## src/rtl/pwm_timebase_pkg.sv

```systemverilog
package pwm_timebase_pkg;
  typedef enum logic [1:0] {
    CNT_UP     = 2'd0,
    CNT_DOWN   = 2'd1,
    CNT_UPDOWN = 2'd2,
    CNT_FREEZE = 2'd3
  } cnt_mode_e;

  // control word field positions
  localparam int MODE_LSB  = 0;
  localparam int STEP_LSB  = 7;
  localparam int BIN_LSB   = 10;
  localparam int FREE_LSB  = 14;
  localparam logic [1:0] FREE_RUN_CODE = 2'd2;

  localparam int ADDR_CTL = 0;
  localparam int ADDR_PRD = 1;
endpackage

```

## src/rtl/pwm_timebase_regs.sv

```systemverilog
module pwm_timebase_regs
  import pwm_timebase_pkg::*;
#(
  parameter int CNT_W    = 16,
  parameter int ADDR_W   = 1,
  parameter int CLKDIV_W = 3,
  parameter int HSDIV_W  = 3
) (
  input  logic                clk_i,
  input  logic                rst_ni,
  input  logic                wr_en_i,
  input  logic [ADDR_W-1:0]   wr_addr_i,
  input  logic [CNT_W-1:0]    wr_data_i,
  output cnt_mode_e           mode_o,
  output logic [CLKDIV_W-1:0] bin_code_o,
  output logic [HSDIV_W-1:0]  step_code_o,
  output logic                free_run_o,
  output logic [CNT_W-1:0]    prd_o
);
  logic ctl_sel, prd_sel;
  assign ctl_sel = wr_en_i && (wr_addr_i == ADDR_W'(ADDR_CTL));
  assign prd_sel = wr_en_i && (wr_addr_i == ADDR_W'(ADDR_PRD));

  always_ff @(posedge clk_i or negedge rst_ni) begin
    if (!rst_ni) begin
      mode_o      <= CNT_FREEZE;
      bin_code_o  <= '0;
      step_code_o <= '0;
      free_run_o  <= 1'b0;
    end else if (ctl_sel) begin
      mode_o      <= cnt_mode_e'(wr_data_i[MODE_LSB +: 2]);
      bin_code_o  <= wr_data_i[BIN_LSB +: CLKDIV_W];
      step_code_o <= wr_data_i[STEP_LSB +: HSDIV_W];
      free_run_o  <= (wr_data_i[FREE_LSB +: 2] == FREE_RUN_CODE);
    end
  end

  always_ff @(posedge clk_i or negedge rst_ni) begin
    if (!rst_ni)      prd_o <= '0;
    else if (prd_sel) prd_o <= wr_data_i;
  end
endmodule

```

## src/rtl/pwm_timebase_presc.sv

```systemverilog
module pwm_timebase_presc #(
  parameter int CLKDIV_W = 3,
  parameter int HSDIV_W  = 3
) (
  input  logic                clk_i,
  input  logic                rst_ni,
  input  logic [CLKDIV_W-1:0] bin_code_i,
  input  logic [HSDIV_W-1:0]  step_code_i,
  output logic                tick_o
);
  localparam int S1_W = (1 << CLKDIV_W) - 1;
  localparam int S2_W = HSDIV_W + 1;

  logic [S1_W-1:0] s1_cnt, s1_lim;
  logic [S2_W-1:0] s2_cnt, s2_lim;
  logic            s1_last, s2_last;

  // binary stage: limit 2^n - 1 (wraps to all ones for the top code)
  assign s1_lim  = (S1_W'(1) << bin_code_i) - S1_W'(1);
  assign s1_last = (s1_cnt >= s1_lim);

  // even-step stage: limit 2m - 1, or 0 for code 0
  assign s2_lim  = (step_code_i == '0) ? '0 : ({step_code_i, 1'b0} - S2_W'(1));
  assign s2_last = (s2_cnt >= s2_lim);

  always_ff @(posedge clk_i or negedge rst_ni) begin
    if (!rst_ni) begin
      s1_cnt <= '0;
      s2_cnt <= '0;
      tick_o <= 1'b0;
    end else begin
      s1_cnt <= s1_last ? '0 : s1_cnt + S1_W'(1);
      if (s1_last) s2_cnt <= s2_last ? '0 : s2_cnt + S2_W'(1);
      tick_o <= s1_last && s2_last;
    end
  end
endmodule

```

## src/rtl/pwm_timebase_cnt.sv

```systemverilog
module pwm_timebase_cnt
  import pwm_timebase_pkg::*;
#(
  parameter int CNT_W = 16
) (
  input  logic             clk_i,
  input  logic             rst_ni,
  input  logic             tick_i,
  input  cnt_mode_e        mode_i,
  input  logic [CNT_W-1:0] prd_i,
  output logic [CNT_W-1:0] count_o,
  output logic             zero_o,
  output logic             period_o
);
  logic rising;
  logic live;

  always_ff @(posedge clk_i or negedge rst_ni) begin
    if (!rst_ni) begin
      count_o <= '0;
      rising  <= 1'b1;
    end else if (tick_i) begin
      unique case (mode_i)
        CNT_UP: count_o <= (count_o >= prd_i) ? '0 : count_o + CNT_W'(1);
        CNT_DOWN: count_o <= (count_o == '0 || count_o > prd_i) ? prd_i
                                                                 : count_o - CNT_W'(1);
        CNT_UPDOWN: begin
          if (prd_i == '0) begin
            count_o <= '0;
            rising  <= 1'b1;
          end else if (rising) begin
            if (count_o >= prd_i) begin
              count_o <= count_o - CNT_W'(1);
              rising  <= 1'b0;
            end else begin
              count_o <= count_o + CNT_W'(1);
            end
          end else if (count_o == '0) begin
            count_o <= CNT_W'(1);
            rising  <= 1'b1;
          end else begin
            count_o <= count_o - CNT_W'(1);
          end
        end
        default: count_o <= count_o;
      endcase
    end
  end

  assign live     = tick_i && (mode_i != CNT_FREEZE);
  assign zero_o   = live && (count_o == '0);
  assign period_o = live && (count_o == prd_i);
endmodule

```

## src/rtl/pwm_timebase.sv

```systemverilog
module pwm_timebase
  import pwm_timebase_pkg::*;
#(
  parameter int CNT_W    = 16,
  parameter int ADDR_W   = 1,
  parameter int CLKDIV_W = 3,
  parameter int HSDIV_W  = 3
) (
  input  logic              clk_i,
  input  logic              rst_ni,
  input  logic              wr_en_i,
  input  logic [ADDR_W-1:0] wr_addr_i,
  input  logic [CNT_W-1:0]  wr_data_i,
  output logic [CNT_W-1:0]  count_o,
  output logic              tick_o,
  output logic              zero_o,
  output logic              period_o,
  output logic              free_run_o
);
  cnt_mode_e           ctl_mode;
  logic [CLKDIV_W-1:0] bin_code;
  logic [HSDIV_W-1:0]  step_code;
  logic [CNT_W-1:0]    prd_q;

  pwm_timebase_regs #(
    .CNT_W(CNT_W), .ADDR_W(ADDR_W), .CLKDIV_W(CLKDIV_W), .HSDIV_W(HSDIV_W)
  ) u_regs (
    .clk_i(clk_i), .rst_ni(rst_ni), .wr_en_i(wr_en_i), .wr_addr_i(wr_addr_i),
    .wr_data_i(wr_data_i), .mode_o(ctl_mode), .bin_code_o(bin_code),
    .step_code_o(step_code), .free_run_o(free_run_o), .prd_o(prd_q)
  );

  pwm_timebase_presc #(
    .CLKDIV_W(CLKDIV_W), .HSDIV_W(HSDIV_W)
  ) u_presc (
    .clk_i(clk_i), .rst_ni(rst_ni), .bin_code_i(bin_code),
    .step_code_i(step_code), .tick_o(tick_o)
  );

  pwm_timebase_cnt #(
    .CNT_W(CNT_W)
  ) u_cnt (
    .clk_i(clk_i), .rst_ni(rst_ni), .tick_i(tick_o), .mode_i(ctl_mode),
    .prd_i(prd_q), .count_o(count_o), .zero_o(zero_o), .period_o(period_o)
  );
endmodule

```

## config.mk

```make
export PLATFORM = sky130hd
export DESIGN_NAME = pwm_timebase
export DESIGN_NICKNAME = d
export VERILOG_FILES = /design/src/rtl/pwm_timebase_pkg.sv /design/src/rtl/pwm_timebase_regs.sv /design/src/rtl/pwm_timebase_presc.sv /design/src/rtl/pwm_timebase_cnt.sv /design/src/rtl/pwm_timebase.sv
export SDC_FILE = /design/constraint.sdc
export NUM_CORES = 1
export LEC_CHECK = 0
export BUFFER_PORTS_ARGS = -buffer_cell sky130_fd_sc_hd__buf_2
export CAP_MARGIN = 15
export CORE_ASPECT_RATIO = 1.1
export CORE_MARGIN = 2
export CORE_UTILIZATION = 54
export DETAILED_ROUTE_END_ITERATION = 7
export GPL_TIMING_DRIVEN = 0
export HOLD_SLACK_MARGIN = 0.08
export PLACE_DENSITY = 0.77
export SETUP_SLACK_MARGIN = 0.1
export SYNTH_ARGS = -nofsm -noshare
export SYNTH_HDL_FRONTEND = slang
export SYNTH_SLANG_ARGS = --single-unit
```

## constraint.sdc

```tcl
create_clock -name clk_i -period 2.85 [get_ports clk_i]
set_input_delay 0 -clock clk_i [delete_from_list [all_inputs] [get_ports clk_i]]
set_output_delay 0 -clock clk_i [all_outputs]
set_load 0.005 [all_outputs]
```

==> impl_metrics.toml, run 1 <==
[sta]
timing.slew.headroom_pct = 53.37
grt_setup_unrepaired = "yes"
fin_skew_ns = 0.01420
timing_max_transition_violations_final = 0
fmax_mhz = 345.2
max_slew.worst_pin.slew_ns = 0.6995
report.final.hold_viol_count = 0
report.final.setup_viol = 10
worst_slack_ns = -0.04727
period_share_pct = 101.7
finalWorstPathRequiredPeriod_ns = 2.897

[clock_tree]
clk_transition_reported_paths_ns = 0.12
cts_max_level = 2
tritoncts = "done"
cts_buffers = 5
clock_latency_ns = 0.33
cts.sink_count = 54
cts.path.max_buffers = 2
cts_root_buf = "sky130_fd_sc_hd__clkbuf_8"

[global_route]
antenna_found_initial = 0
grt_first_pass_wirelength_um = 20400
grt_max_degree = 37
first_global_vias = 4137
grt_overflow = 0
track_usage_pct = 31.85

[floorplanning]
io_pins = 40
die_width_um = 86.88
coreArea_um2 = 7391
placementRows = 33
die_area_um2 = 8268
floorplan.initialDensity_pct = 55.21
floorplan.die.height_um = 95.17

[setup_path]
crit_required_ns = 3.08
critPathKind = "register to register"
critPathCaptureType = "register"
arrival_ns = 3.12
worstPathMaxFanout = 6
startpoint_type = "register"

[power_and_ir_drop]
ir_drop_mv = 0.4705
power_per_cell_area_nw_per_um2 = 912.2
power.leakage_nw = 2.332

[yosys]
dominant_cell_by_count_in_the_synthesized_netlist = "sky130_fd_sc_hd__dfrtp_1"
ys_dominant_reg_cell = "sky130_fd_sc_hd__dfrtp_1"
synth.top_cell.area_share_pct = 31.28
ys_seq_elements = 54
avgSynthCellArea_um2 = 8.756
synthTopCellsByArea = "sky130_fd_sc_hd__dfrtp_1 (31%), sky130_fd_sc_hd__ha_1 (11%), sky130_fd_sc_hd__mux2_2 (5.8%), sky130_fd_sc_hd__a21oi_1 (3.6%), sky130_fd_sc_hd__inv_1 (3.5%)"
number_of_synthesized_flops_with_an_enable_pin = 0
synth_largest_area_cell = "sky130_fd_sc_hd__dfrtp_1"
yosys.cell_types.count = 63
seq_area_frac_synth_pct = 33.21
netlist_instances = 466
ys_top_cells_by_count = "sky130_fd_sc_hd__dfrtp_1 (51), sky130_fd_sc_hd__inv_1 (38), sky130_fd_sc_hd__ha_1 (37)"
post_synth_arst_share_pct = 100.0
synth_nets = 523
netlist_area_um2 = 4080
yosysWarningCount = 0

[placement]
detailedPlacementHpwl_um = 8399
gpl.final_weighted_congestion = 0.9708
detailedPlace.worstSlack_ns = -0.4454
number_of_input_and_output_port_buffers_inserted = 39

[finish]
syn_to_final_growth_pct = 30.11
drive_above_1_share_pct = 31.70
insertedDiodeCount = 0
final_nets = 627
finalCoreUtilization_pct = 71.83

[detailed_routing]
dr.first_iter.drc_count = 488
drt_wl_cell_um = 20.17
via_per_inst = 6.538
remaining_antenna_violation_count = 0
route.vias.total = 4302
drcViolationCount = 0
detail_route.first_pass.iterations = 5
wirelength_um = 13280

[outcome]
violated_checks = "negative setup slack"
outcome = "complete, but fails checks"

[hold_path]
min-delay-path-class = "input pin to asynchronous set/reset pin"

[run]
max-cap-violations = 0
sequential cells by signal (all words and copies together), names as in the netlist:
register	count
u_cnt.rising	1
u_regs.free_run_o	1
u_presc.tick_o	1
u_presc.s1_cnt	7
u_regs.prd_o	16
u_regs.bin_code_o	3
u_cnt.count_o	16
u_regs.mode_o	2
u_presc.s2_cnt	4
u_regs.step_code_o	3
worst paths after layout:
path,startpoint,end,slack [ns],depth (start not counted)
setup / recovery,u_regs.prd_o[12]$_DFFE_PN0P_,u_cnt.count_o[9]$_DFFE_PN0P_,-0.05,12
hold / removal,rst_ni,u_cnt.count_o[4]$_DFFE_PN0P_,0.14,2
setup reg to reg,u_regs.prd_o[12]$_DFFE_PN0P_,u_cnt.count_o[9]$_DFFE_PN0P_,-0.05,12
hold reg to reg,u_presc.s1_cnt[0]$_DFF_PN0_,u_presc.s1_cnt[0]$_DFF_PN0_,0.50,1
max in group asynchronous,rst_ni,u_regs.mode_o[0]$_DFFE_PN1P_,2.10,3
min in group clk_i,wr_addr_i,u_regs.step_code_o[0]$_DFFE_PN0P_,0.23,4
cells in the final DEF (no fill, tap or decap), types with 4 or more instances in the layout:
| cell | instances |
|---|---|
| sky130_fd_sc_hd__inv_2 | 5 |
| sky130_fd_sc_hd__o21ai_0 | 18 |
| sky130_fd_sc_hd__o211ai_1 | 10 |
| sky130_fd_sc_hd__clkbuf_1 | 16 |
| sky130_fd_sc_hd__dfrtp_2 | 10 |
| sky130_fd_sc_hd__nand2_1 | 33 |
| sky130_fd_sc_hd__and3_1 | 7 |
| sky130_fd_sc_hd__nor2_1 | 33 |
| sky130_fd_sc_hd__nand3_1 | 20 |
| sky130_fd_sc_hd__dlygate4sd3_1 | 17 |
| sky130_fd_sc_hd__a211oi_1 | 7 |
| sky130_fd_sc_hd__ha_1 | 27 |
| sky130_fd_sc_hd__a21o_1 | 6 |
| sky130_fd_sc_hd__o2bb2ai_1 | 5 |
| sky130_fd_sc_hd__o22ai_1 | 6 |
| sky130_fd_sc_hd__nand4_1 | 7 |
| sky130_fd_sc_hd__or3_1 | 4 |
| sky130_fd_sc_hd__inv_1 | 33 |
| sky130_fd_sc_hd__or2_2 | 4 |
| sky130_fd_sc_hd__mux2_2 | 21 |
| sky130_fd_sc_hd__buf_2 | 41 |
| sky130_fd_sc_hd__buf_6 | 7 |
| sky130_fd_sc_hd__ha_4 | 9 |
| sky130_fd_sc_hd__xnor2_1 | 8 |
| sky130_fd_sc_hd__nor3_1 | 10 |
| sky130_fd_sc_hd__buf_4 | 37 |
| sky130_fd_sc_hd__a31oi_1 | 5 |
| sky130_fd_sc_hd__clkbuf_8 | 5 |
| sky130_fd_sc_hd__dfrtp_1 | 41 |
| sky130_fd_sc_hd__nand2b_1 | 4 |
| sky130_fd_sc_hd__nor4_1 | 10 |
| sky130_fd_sc_hd__a21oi_1 | 26 |
cell families after synthesis:
group	count (synthesis)	synth area share (%)
simple gates	160	21.28
compound gates	120	19.75
flops	54	33.21
buf+inv	62	6.010
xor+xnor	11	2.361
mux	22	6.041
fa+ha+maj	37	11.35
where the power goes:
group,internal (mW),switching (mW),total (mW)
combinational,1.31,1.69,3.01
sequential,1.00,0.274,1.28
clock,0.267,0.293,0.560
layer usage:
| metal | up-vias | part of all wire [%] | track usage, % |
|---|---|---|---|
| met4 | 0 | 5.6 | 17.45 |
| met2 | 276 | 48 | 53.44 |
| met5 | - | 0 | 0 |
| met1 | 2033 | 37 | 39.43 |
| li1 | 1918 | - | - |
| met3 | 75 | 8.6 | 4.329 |
worst max-delay path, cell delays in order (launching register included):
cell and delay [ns]:
sky130_fd_sc_hd__dfrtp_1 0.39, sky130_fd_sc_hd__inv_1 0.08, sky130_fd_sc_hd__ha_4 0.27, sky130_fd_sc_hd__nand4_4 0.11
sky130_fd_sc_hd__buf_6 0.15, sky130_fd_sc_hd__nor4_4 0.33, sky130_fd_sc_hd__a21boi_4 0.30, sky130_fd_sc_hd__nor4b_4 0.10
sky130_fd_sc_hd__a31o_2 0.31, sky130_fd_sc_hd__a21oi_4 0.30, sky130_fd_sc_hd__buf_6 0.18, sky130_fd_sc_hd__a221oi_2 0.05
sky130_fd_sc_hd__o2bb2ai_1 0.20
metrics by stage:
stage                     instance area (um^2)  TNS, ns  hold WS (ns)  total power [mW]  instances
after global routing                      5309  -0.7749        0.1955             5.155        658
after floorplan                           4080        0       -0.2956             2.868        466
after global placement                    4384   -5.513        0.2326             3.443        592
after CTS                                 5174        0        0.1645             4.551        652
final                                     5309  -0.2309        0.1427             4.843        658
after detailed placement                  4404   -5.347      -0.01943             3.533        593
cell type report:
cell class | instances | area [um^2]
timing repair buffer | 98 | 715.7
clock inverter | 3 | 47.55
buffer | 23 | 105.1
clock buffer | 5 | 68.82
fill | 518 | 2082
sequential | 54 | 1368
tap | 87 | 108.9
inverter | 38 | 142.6
multi-input combinational | 350 | 2753
what timing repair did:
action | 4_1_cts | 5_1_grt
endpoints found under the setup margin | 20 | 19
gates resized for setup | 43 | 21
endpoints found under the hold margin | 76 | 0
gates cloned | 1 | 0
pin swaps | 17 | 14
hold buffers | 17 | 0
buffers inserted | 35 | 6
Power figures use the tool's default switching activity.
==> run 2, diff against run 1 <==
--- a/config.mk
+++ b/config.mk
@@ -8,12 +8,13 @@
 export BUFFER_PORTS_ARGS = -buffer_cell sky130_fd_sc_hd__buf_2
 export CAP_MARGIN = 15
 export CORE_ASPECT_RATIO = 1.1
-export CORE_MARGIN = 2
+export CORE_MARGIN = 5
 export CORE_UTILIZATION = 54
 export DETAILED_ROUTE_END_ITERATION = 7
 export GPL_TIMING_DRIVEN = 0
 export HOLD_SLACK_MARGIN = 0.08
 export PLACE_DENSITY = 0.77
+export REMOVE_ABC_BUFFERS = 1
 export SETUP_SLACK_MARGIN = 0.1
 export SYNTH_ARGS = -nofsm -noshare
 export SYNTH_HDL_FRONTEND = slang
==> run 2 against run 1 <==
Compared with the run above:
- the flow still finishes with violations (negative setup slack)
- die area increased by 14%
- worst setup slack improved by 0.043 ns
- worst hold slack got worse by 0.043 ns
- count of clock-buffer cells in the layout unchanged
- largest power group unchanged
==> impl_metrics.toml, run 2 (synthesis gave the netlist of run 1 again) <==
[setup_path]
crit_end = "u_cnt.count_o[6]$_DFFE_PN0P_"
worst-r2r-setup-slack_ns = -0.004
critPathKind = "register to register"
startpoint_type = "register"
critPathCaptureType = "register"
crit_required_ns = 3.10
worstSetupStartpoint = "u_cnt.count_o[0]$_DFFE_PN0P_"
critical_path.reg2reg.startpoint = "u_cnt.count_o[0]$_DFFE_PN0P_"
worstPathMaxFanout = 9
worstReg2RegEnd = "u_cnt.count_o[6]$_DFFE_PN0P_"
worst_r2r_path_depth = 12
arrival_ns = 3.10

[global_route]
grt_max_degree = 42
track_usage_pct = 25.68
antenna_found_initial = 0
grt_first_pass_wirelength_um = 19360
grt_overflow = 0
first_global_vias = 4023

[placement]
gpl.final_weighted_congestion = 0.9098
detailedPlace.worstSlack_ns = -0.3896
number_of_input_and_output_port_buffers_inserted = 39
detailedPlacementHpwl_um = 7647

[sta]
fin_skew_ns = 0.01858
period_share_pct = 100.2
timing.slew.headroom_pct = 35.33
tns_ns = -0.004332
worst_slack_ns = -0.004332
max_slew.worst_pin.slew_ns = 0.9680
report.final.setup_viol = 1
holdWs_ns = 0.09951
grt_setup_unrepaired = "yes"
report.final.hold_viol_count = 0
fmax_mhz = 350.3
finalWorstPathRequiredPeriod_ns = 2.854
timing_max_transition_violations_final = 0

[finish]
reg.largest.list = "u_cnt.count_o (16), u_regs.prd_o (16), u_presc.s1_cnt (7)"
insertedDiodeCount = 0
commonest_cells_after_routing_fill_and_taps_aside = "sky130_fd_sc_hd__buf_4 (40), sky130_fd_sc_hd__buf_2 (39), sky130_fd_sc_hd__nor2_1 (34), sky130_fd_sc_hd__dfrtp_1 (34), sky130_fd_sc_hd__nand2_1 (33)"
multi_input_area_um2 = 2714
syn_to_final_growth_pct = 28.30
final_nets = 610
finalCoreUtilization_pct = 70.44
drive_above_1_share_pct = 33.57
final.fill_count = 534
leading_cell_type_in_the_layout_fill_and_taps_excluded = "sky130_fd_sc_hd__buf_4"
sequential_cell_area_um2 = 1376

[power_and_ir_drop]
int_power_mw = 2.593
netSwitchingFraction_pct = 45.96
p_switching_mw = 2.205
power.leakage_nw = 2.302
clockPowerShare_pct = 11.5
report.power.total_mw = 4.799
share_of_power_burned_in_registers_pct = 27.7
ir_drop_mv = 0.5341
comb_power_share_pct = 60.8
power_per_cell_area_nw_per_um2 = 916.7

[floorplanning]
die_width_um = 92.88
placementRows = 33
coreArea_um2 = 7432
io_pins = 40
floorplan.initialDensity_pct = 54.90
floorplan.die.height_um = 101.2
die_area_um2 = 9396

[clock_tree]
clock_latency_ns = 0.33
clk_transition_reported_paths_ns = 0.12
cts.sink_count = 54
cts_max_level = 2
cts_buffers = 5
cts.path.max_buffers = 2
cts_root_buf = "sky130_fd_sc_hd__clkbuf_8"
tritoncts = "done"

[outcome]
violated_checks = "negative setup slack"
outcome = "complete, but fails checks"

[detailed_routing]
via_per_inst = 6.518
detail_route.first_pass.iterations = 5
route.vias.total = 4178
remaining_antenna_violation_count = 0
drt_wl_cell_um = 19.61
drcViolationCount = 0
dr.first_iter.drc_count = 481
wirelength_um = 12570

[hold_path]
min-delay-path-class = "input pin to asynchronous set/reset pin"

[run]
max-cap-violations = 0
run 2: cell count changes in the layout (fill, tap and decap cells not counted), sizes merged:
cell | previous run | this run
clkbuf | 22 | 5
run 2: metal layers:
metal,track usage [%],vias up,wire [um]
li1,-,1876,-
met1,30.23,1983,4635
met2,44.60,254,6222
met3,4.458,65,1112
met4,14.09,0,599
met5,0,-,0
run 2: repair_timing:
action	in CTS	in global routing
endpoints found under the hold margin	76	0
gates resized for setup	32	33
hold buffers	17	0
setup buffers	34	11
endpoints found under the setup margin	16	21
pin swaps	9	9
run 2: power groups by stage:
stage | Combinational, mW | Clock [mW] | Sequential [mW]
2_1_floorplan | 1.45 | 0 | 1.34
3_3_place_gp | 1.87 | 0 | 1.45
3_5_place_dp | 1.96 | 0 | 1.47
4_1_cts | 2.53 | 0.565 | 1.32
5_1_grt | 3.15 | 0.586 | 1.36
6_report | 2.92 | 0.552 | 1.33
run 2: how the worst min path moves through the flow:
stage	slack (ns)	depth (start not counted)	end
floorplan	-0.30	0	u_cnt.count_o[0]$_DFFE_PN0P_
detailed placement	-0.07	1	u_cnt.count_o[3]$_DFFE_PN0P_
finish	0.1	2	u_cnt.count_o[3]$_DFFE_PN0P_
global route	0.15	2	u_cnt.count_o[3]$_DFFE_PN0P_
global placement	0.23	3	u_regs.mode_o[0]$_DFFE_PN1P_
CTS	0.11	2	u_cnt.count_o[3]$_DFFE_PN0P_
run 2: worst max-delay path, stage by stage (launching register included):
cell and delay [ns]:
sky130_fd_sc_hd__dfrtp_2 0.48, sky130_fd_sc_hd__inv_2 0.15, sky130_fd_sc_hd__ha_1 0.25, sky130_fd_sc_hd__nor4b_1 0.40, sky130_fd_sc_hd__nand4_1 0.22, sky130_fd_sc_hd__buf_4 0.21, sky130_fd_sc_hd__nand2_1 0.06, sky130_fd_sc_hd__nor4_1 0.05
sky130_fd_sc_hd__nor4b_2 0.32, sky130_fd_sc_hd__buf_4 0.25, sky130_fd_sc_hd__o2bb2ai_1 0.15, sky130_fd_sc_hd__a21oi_2 0.05, sky130_fd_sc_hd__o211ai_1 0.16
run 2: layout make-up:
cell class              instances  share of cell area, %
multi-input cells             350                  51.84
repair buffers                104                  14.84
well taps                      87                  2.079
clock buffers                   5                  1.315
flip-flops and latches         54                  26.29
inverters                      38                  2.725
clock inverters                 3                 0.9082
run 2: metrics by stage:
step	cells	area, um^2
2_1_floorplan	442	3978
3_3_place_gp	568	4282
3_5_place_dp	570	4309
4_1_cts	629	5012
5_1_grt	641	5235
6_report	641	5235
==> run 3, diff against run 2 <==
--- a/config.mk
+++ b/config.mk
@@ -9,13 +9,16 @@
 export CAP_MARGIN = 15
 export CORE_ASPECT_RATIO = 1.1
 export CORE_MARGIN = 5
-export CORE_UTILIZATION = 54
+export CORE_UTILIZATION = 55
 export DETAILED_ROUTE_END_ITERATION = 7
 export GPL_TIMING_DRIVEN = 0
 export HOLD_SLACK_MARGIN = 0.08
-export PLACE_DENSITY = 0.77
+export PLACE_DENSITY = 0.78
+export RECOVER_POWER = 100
 export REMOVE_ABC_BUFFERS = 1
 export SETUP_SLACK_MARGIN = 0.1
 export SYNTH_ARGS = -nofsm -noshare
 export SYNTH_HDL_FRONTEND = slang
+export SYNTH_HIERARCHICAL = 1
 export SYNTH_SLANG_ARGS = --single-unit
+export TNS_END_PERCENT = 5
==> run 3 against run 2 <==
Compared with the run above:
- non-clock buffer count fell by 43
- global-route usage down 2.1 points
- sequential power grew 6%
- worst setup slack improved by 0.12 ns
- die area rose by 2.0%
- design area fell by 9.4%
- the flow now finishes without violations
- worst hold slack better by 0.25 ns
- critical path type unchanged
- critical path depth is 5 lower
- first-iteration DRC count decreased by 30%
- sequential share of layout area grew 2.3 points
- synthesized area rose by 4.1%
- register-to-register slack improved by 0.12 ns
==> impl_metrics.toml, run 3 <==
[floorplanning]
floorplan.die.height_um = 102.2
die_width_um = 93.79
floorplan.initialDensity_pct = 56.53
io_pins = 40
placementRows = 33
die_area_um2 = 9583
coreArea_um2 = 7515

[setup_path]
arrival_ns = 2.93
startpoint_type = "register"
critical-path-max-stage-delay_ns = 0.55
critPathSlowestCell = "sky130_fd_sc_hd__dfrtp_1"
critPathCaptureType = "register"
worstPathMaxFanout = 10
critical_path.most_common_cell = "sky130_fd_sc_hd__o21ai_2"
crit_required_ns = 3.05
critPathKind = "register to register"
cp_cell_sequence = "ha_1 > nand4_1 > or3_4 > o21ai_2 > a21oi_1 > a222oi_1 > o21ai_2"

[detailed_routing]
remaining_antenna_violation_count = 0
wirelength_um = 11030
via_per_inst = 6.187
dr.first_iter.drc_count = 338
route.vias.total = 3737
drt_wl_cell_um = 18.25
detail_route.first_pass.iterations = 5
drcViolationCount = 0

[yosys]
ys_seq_elements = 54
dominant_cell_by_count_in_the_synthesized_netlist = "sky130_fd_sc_hd__dfrtp_1"
yosysWarningCount = 6
synth_largest_area_cell = "sky130_fd_sc_hd__dfrtp_1"
post_synth_arst_share_pct = 100.0
netlist_instances = 451
netlist_area_um2 = 4248
seq_area_frac_synth_pct = 31.90
synth.top_cell.area_share_pct = 30.04
number_of_synthesized_flops_with_an_enable_pin = 0
ys_top_cells_by_count = "sky130_fd_sc_hd__dfrtp_1 (51), sky130_fd_sc_hd__inv_1 (39), sky130_fd_sc_hd__ha_1 (37)"
ys_dominant_reg_cell = "sky130_fd_sc_hd__dfrtp_1"
avgSynthCellArea_um2 = 9.419
synthTopCellsByArea = "sky130_fd_sc_hd__dfrtp_1 (30%), sky130_fd_sc_hd__ha_1 (11%), sky130_fd_sc_hd__mux2_2 (4.0%), sky130_fd_sc_hd__mux2_4 (3.5%), sky130_fd_sc_hd__inv_1 (3.4%)"
yosys.cell_types.count = 72

[power_and_ir_drop]
netSwitchingFraction_pct = 46.14
power.leakage_nw = 2.033
share_of_power_burned_in_registers_pct = 36.6
comb_power_share_pct = 49.7
p_switching_mw = 1.782
report.power.total_mw = 3.861
int_power_mw = 2.080
power_per_cell_area_nw_per_um2 = 813.8
clockPowerShare_pct = 13.7
ir_drop_mv = 0.5198

[global_route]
track_usage_pct = 23.54
antenna_found_initial = 0
grt_max_degree = 31
grt_first_pass_wirelength_um = 17960
grt_overflow = 0
first_global_vias = 3680

[sta]
report.final.setup_viol = 0
period_share_pct = 96.08
fin_skew_ns = 0.01275
report.final.hold_viol_count = 0
timing.slew.headroom_pct = 6.686
grt_setup_unrepaired = "yes"
timing_max_transition_violations_final = 0
worst_slack_ns = 0.1116
finalWorstPathRequiredPeriod_ns = 2.738
fmax_mhz = 365.2
max_slew.worst_pin.slew_ns = 1.400

[clock_tree]
cts.path.max_buffers = 2
clk_transition_reported_paths_ns = 0.11
tritoncts = "done"
cts_buffers = 5
cts_max_level = 2
clock_latency_ns = 0.31
cts.sink_count = 54
cts_root_buf = "sky130_fd_sc_hd__clkbuf_8"

[finish]
layoutNonFillerInstCount = 604
syn_to_final_growth_pct = 11.69
final_nets = 555
commonest_cells_after_routing_fill_and_taps_aside = "sky130_fd_sc_hd__dfrtp_1 (48), sky130_fd_sc_hd__inv_1 (39), sky130_fd_sc_hd__ha_1 (37)"
finalCoreUtilization_pct = 63.14
drive_above_1_share_pct = 21.04
insertedDiodeCount = 0
reg.largest.list = "u_cnt/count_o (16), u_regs/prd_o (16), u_presc/s1_cnt (7)"
final_design_area_no_fill_um2 = 4745
leading_cell_type_in_the_layout_fill_and_taps_excluded = "sky130_fd_sc_hd__dfrtp_1"

[placement]
number_of_input_and_output_port_buffers_inserted = 39
dp.cells = 575
placed_area_um2 = 4452
detailedPlacementHpwl_um = 7902
gpl.final_weighted_congestion = 0.9035
detailedPlace.worstSlack_ns = -0.3920

[run]
max-cap-violations = 0

[outcome]
outcome = "complete, no violations"

[hold_path]
min-delay-path-class = "input pin to register"
-- run 3: routing by layer --
layer | GRT usage, % | part of all wire, % | up-vias
met5 | 0 | 0 | -
met4 | 8.333 | 3.6 | 0
met3 | 3.093 | 7.6 | 34
met2 | 41.89 | 50 | 185
met1 | 29.29 | 39 | 1792
li1 | - | - | 1726
-- run 3: cell families after synthesis --
logic type      count (synthesis)  share of synthesized area (%)
compound gates                106                          19.12
xor+xnor                       17                          3.505
fa+ha+maj                      37                          10.90
buf+inv                        60                          6.804
flops                          54                          31.90
mux                            29                          8.454
simple gates                  148                          19.32
-- run 3: power by group through the flow --
stage                     Sequential [mW]  Combinational [mW]  Clock (mW)
after detailed placement             1.42                1.83           0
after global routing                 1.46                2.12       0.584
after global placement               1.40                1.73           0
final                                1.41                1.92       0.531
after CTS                            1.40                1.91       0.550
after floorplan                      1.30                1.38           0
-- run 3: repair_timing --
action / 4_1_cts / 5_1_grt
hold buffers: 17 / 0
endpoints found under the hold margin: 48 / 0
pin swaps: 2 / 0
endpoints found under the setup margin: 12 / 14
buffers inserted: 4 / 0
gates resized for setup: 5 / 12
-- run 3: per-stage QoR --
| step | setup TNS [ns] | hold slack [ns] |
|---|---|---|
| floorplan | 0 | -0.2956 |
| global placement | -2.680 | 0.2325 |
| detailed placement | -3.423 | 0.05144 |
| CTS | 0 | 0.2457 |
| global route | 0 | 0.3743 |
| finish | 0 | 0.3532 |
-- run 3: critical path: cells and delay by family, from the launching register on --
family | cells | cell delay [ns]
compound gates | 4 | 1.02
fa+ha+maj | 1 | 0.40
flops | 1 | 0.55
simple gates | 2 | 0.66
-- run 3: worst paths after layout --
path / from / to / slack [ns] / cells past startpoint
setup / recovery: u_cnt/count_o[14]$_DFFE_PN0P_ / u_cnt/count_o[5]$_DFFE_PN0P_ / 0.11 / 7
hold / removal: wr_addr_i / u_regs/prd_o[13]$_DFFE_PN0P_ / 0.35 / 3
setup reg to reg: u_cnt/count_o[14]$_DFFE_PN0P_ / u_cnt/count_o[5]$_DFFE_PN0P_ / 0.11 / 7
hold reg to reg: u_presc/s1_cnt[0]$_DFF_PN0_ / u_presc/s1_cnt[0]$_DFF_PN0_ / 0.49 / 1
max in group asynchronous: rst_ni / u_regs/bin_code_o[1]$_DFFE_PN0P_ / 0.90 / 3
min in group asynchronous: rst_ni / u_cnt/count_o[6]$_DFFE_PN0P_ / 0.53 / 2
-- run 3: final cells by class --
| class | instances | area, um^2 |
|---|---|---|
| timing repair buffer | 61 | 392.9 |
| clock inverter | 2 | 37.54 |
| clock buffer | 6 | 72.57 |
| fill | 679 | 2770 |
| inverter | 39 | 146.4 |
| tap | 105 | 131.4 |
| multi-input combinational | 337 | 2605 |
| sequential | 54 | 1359 |
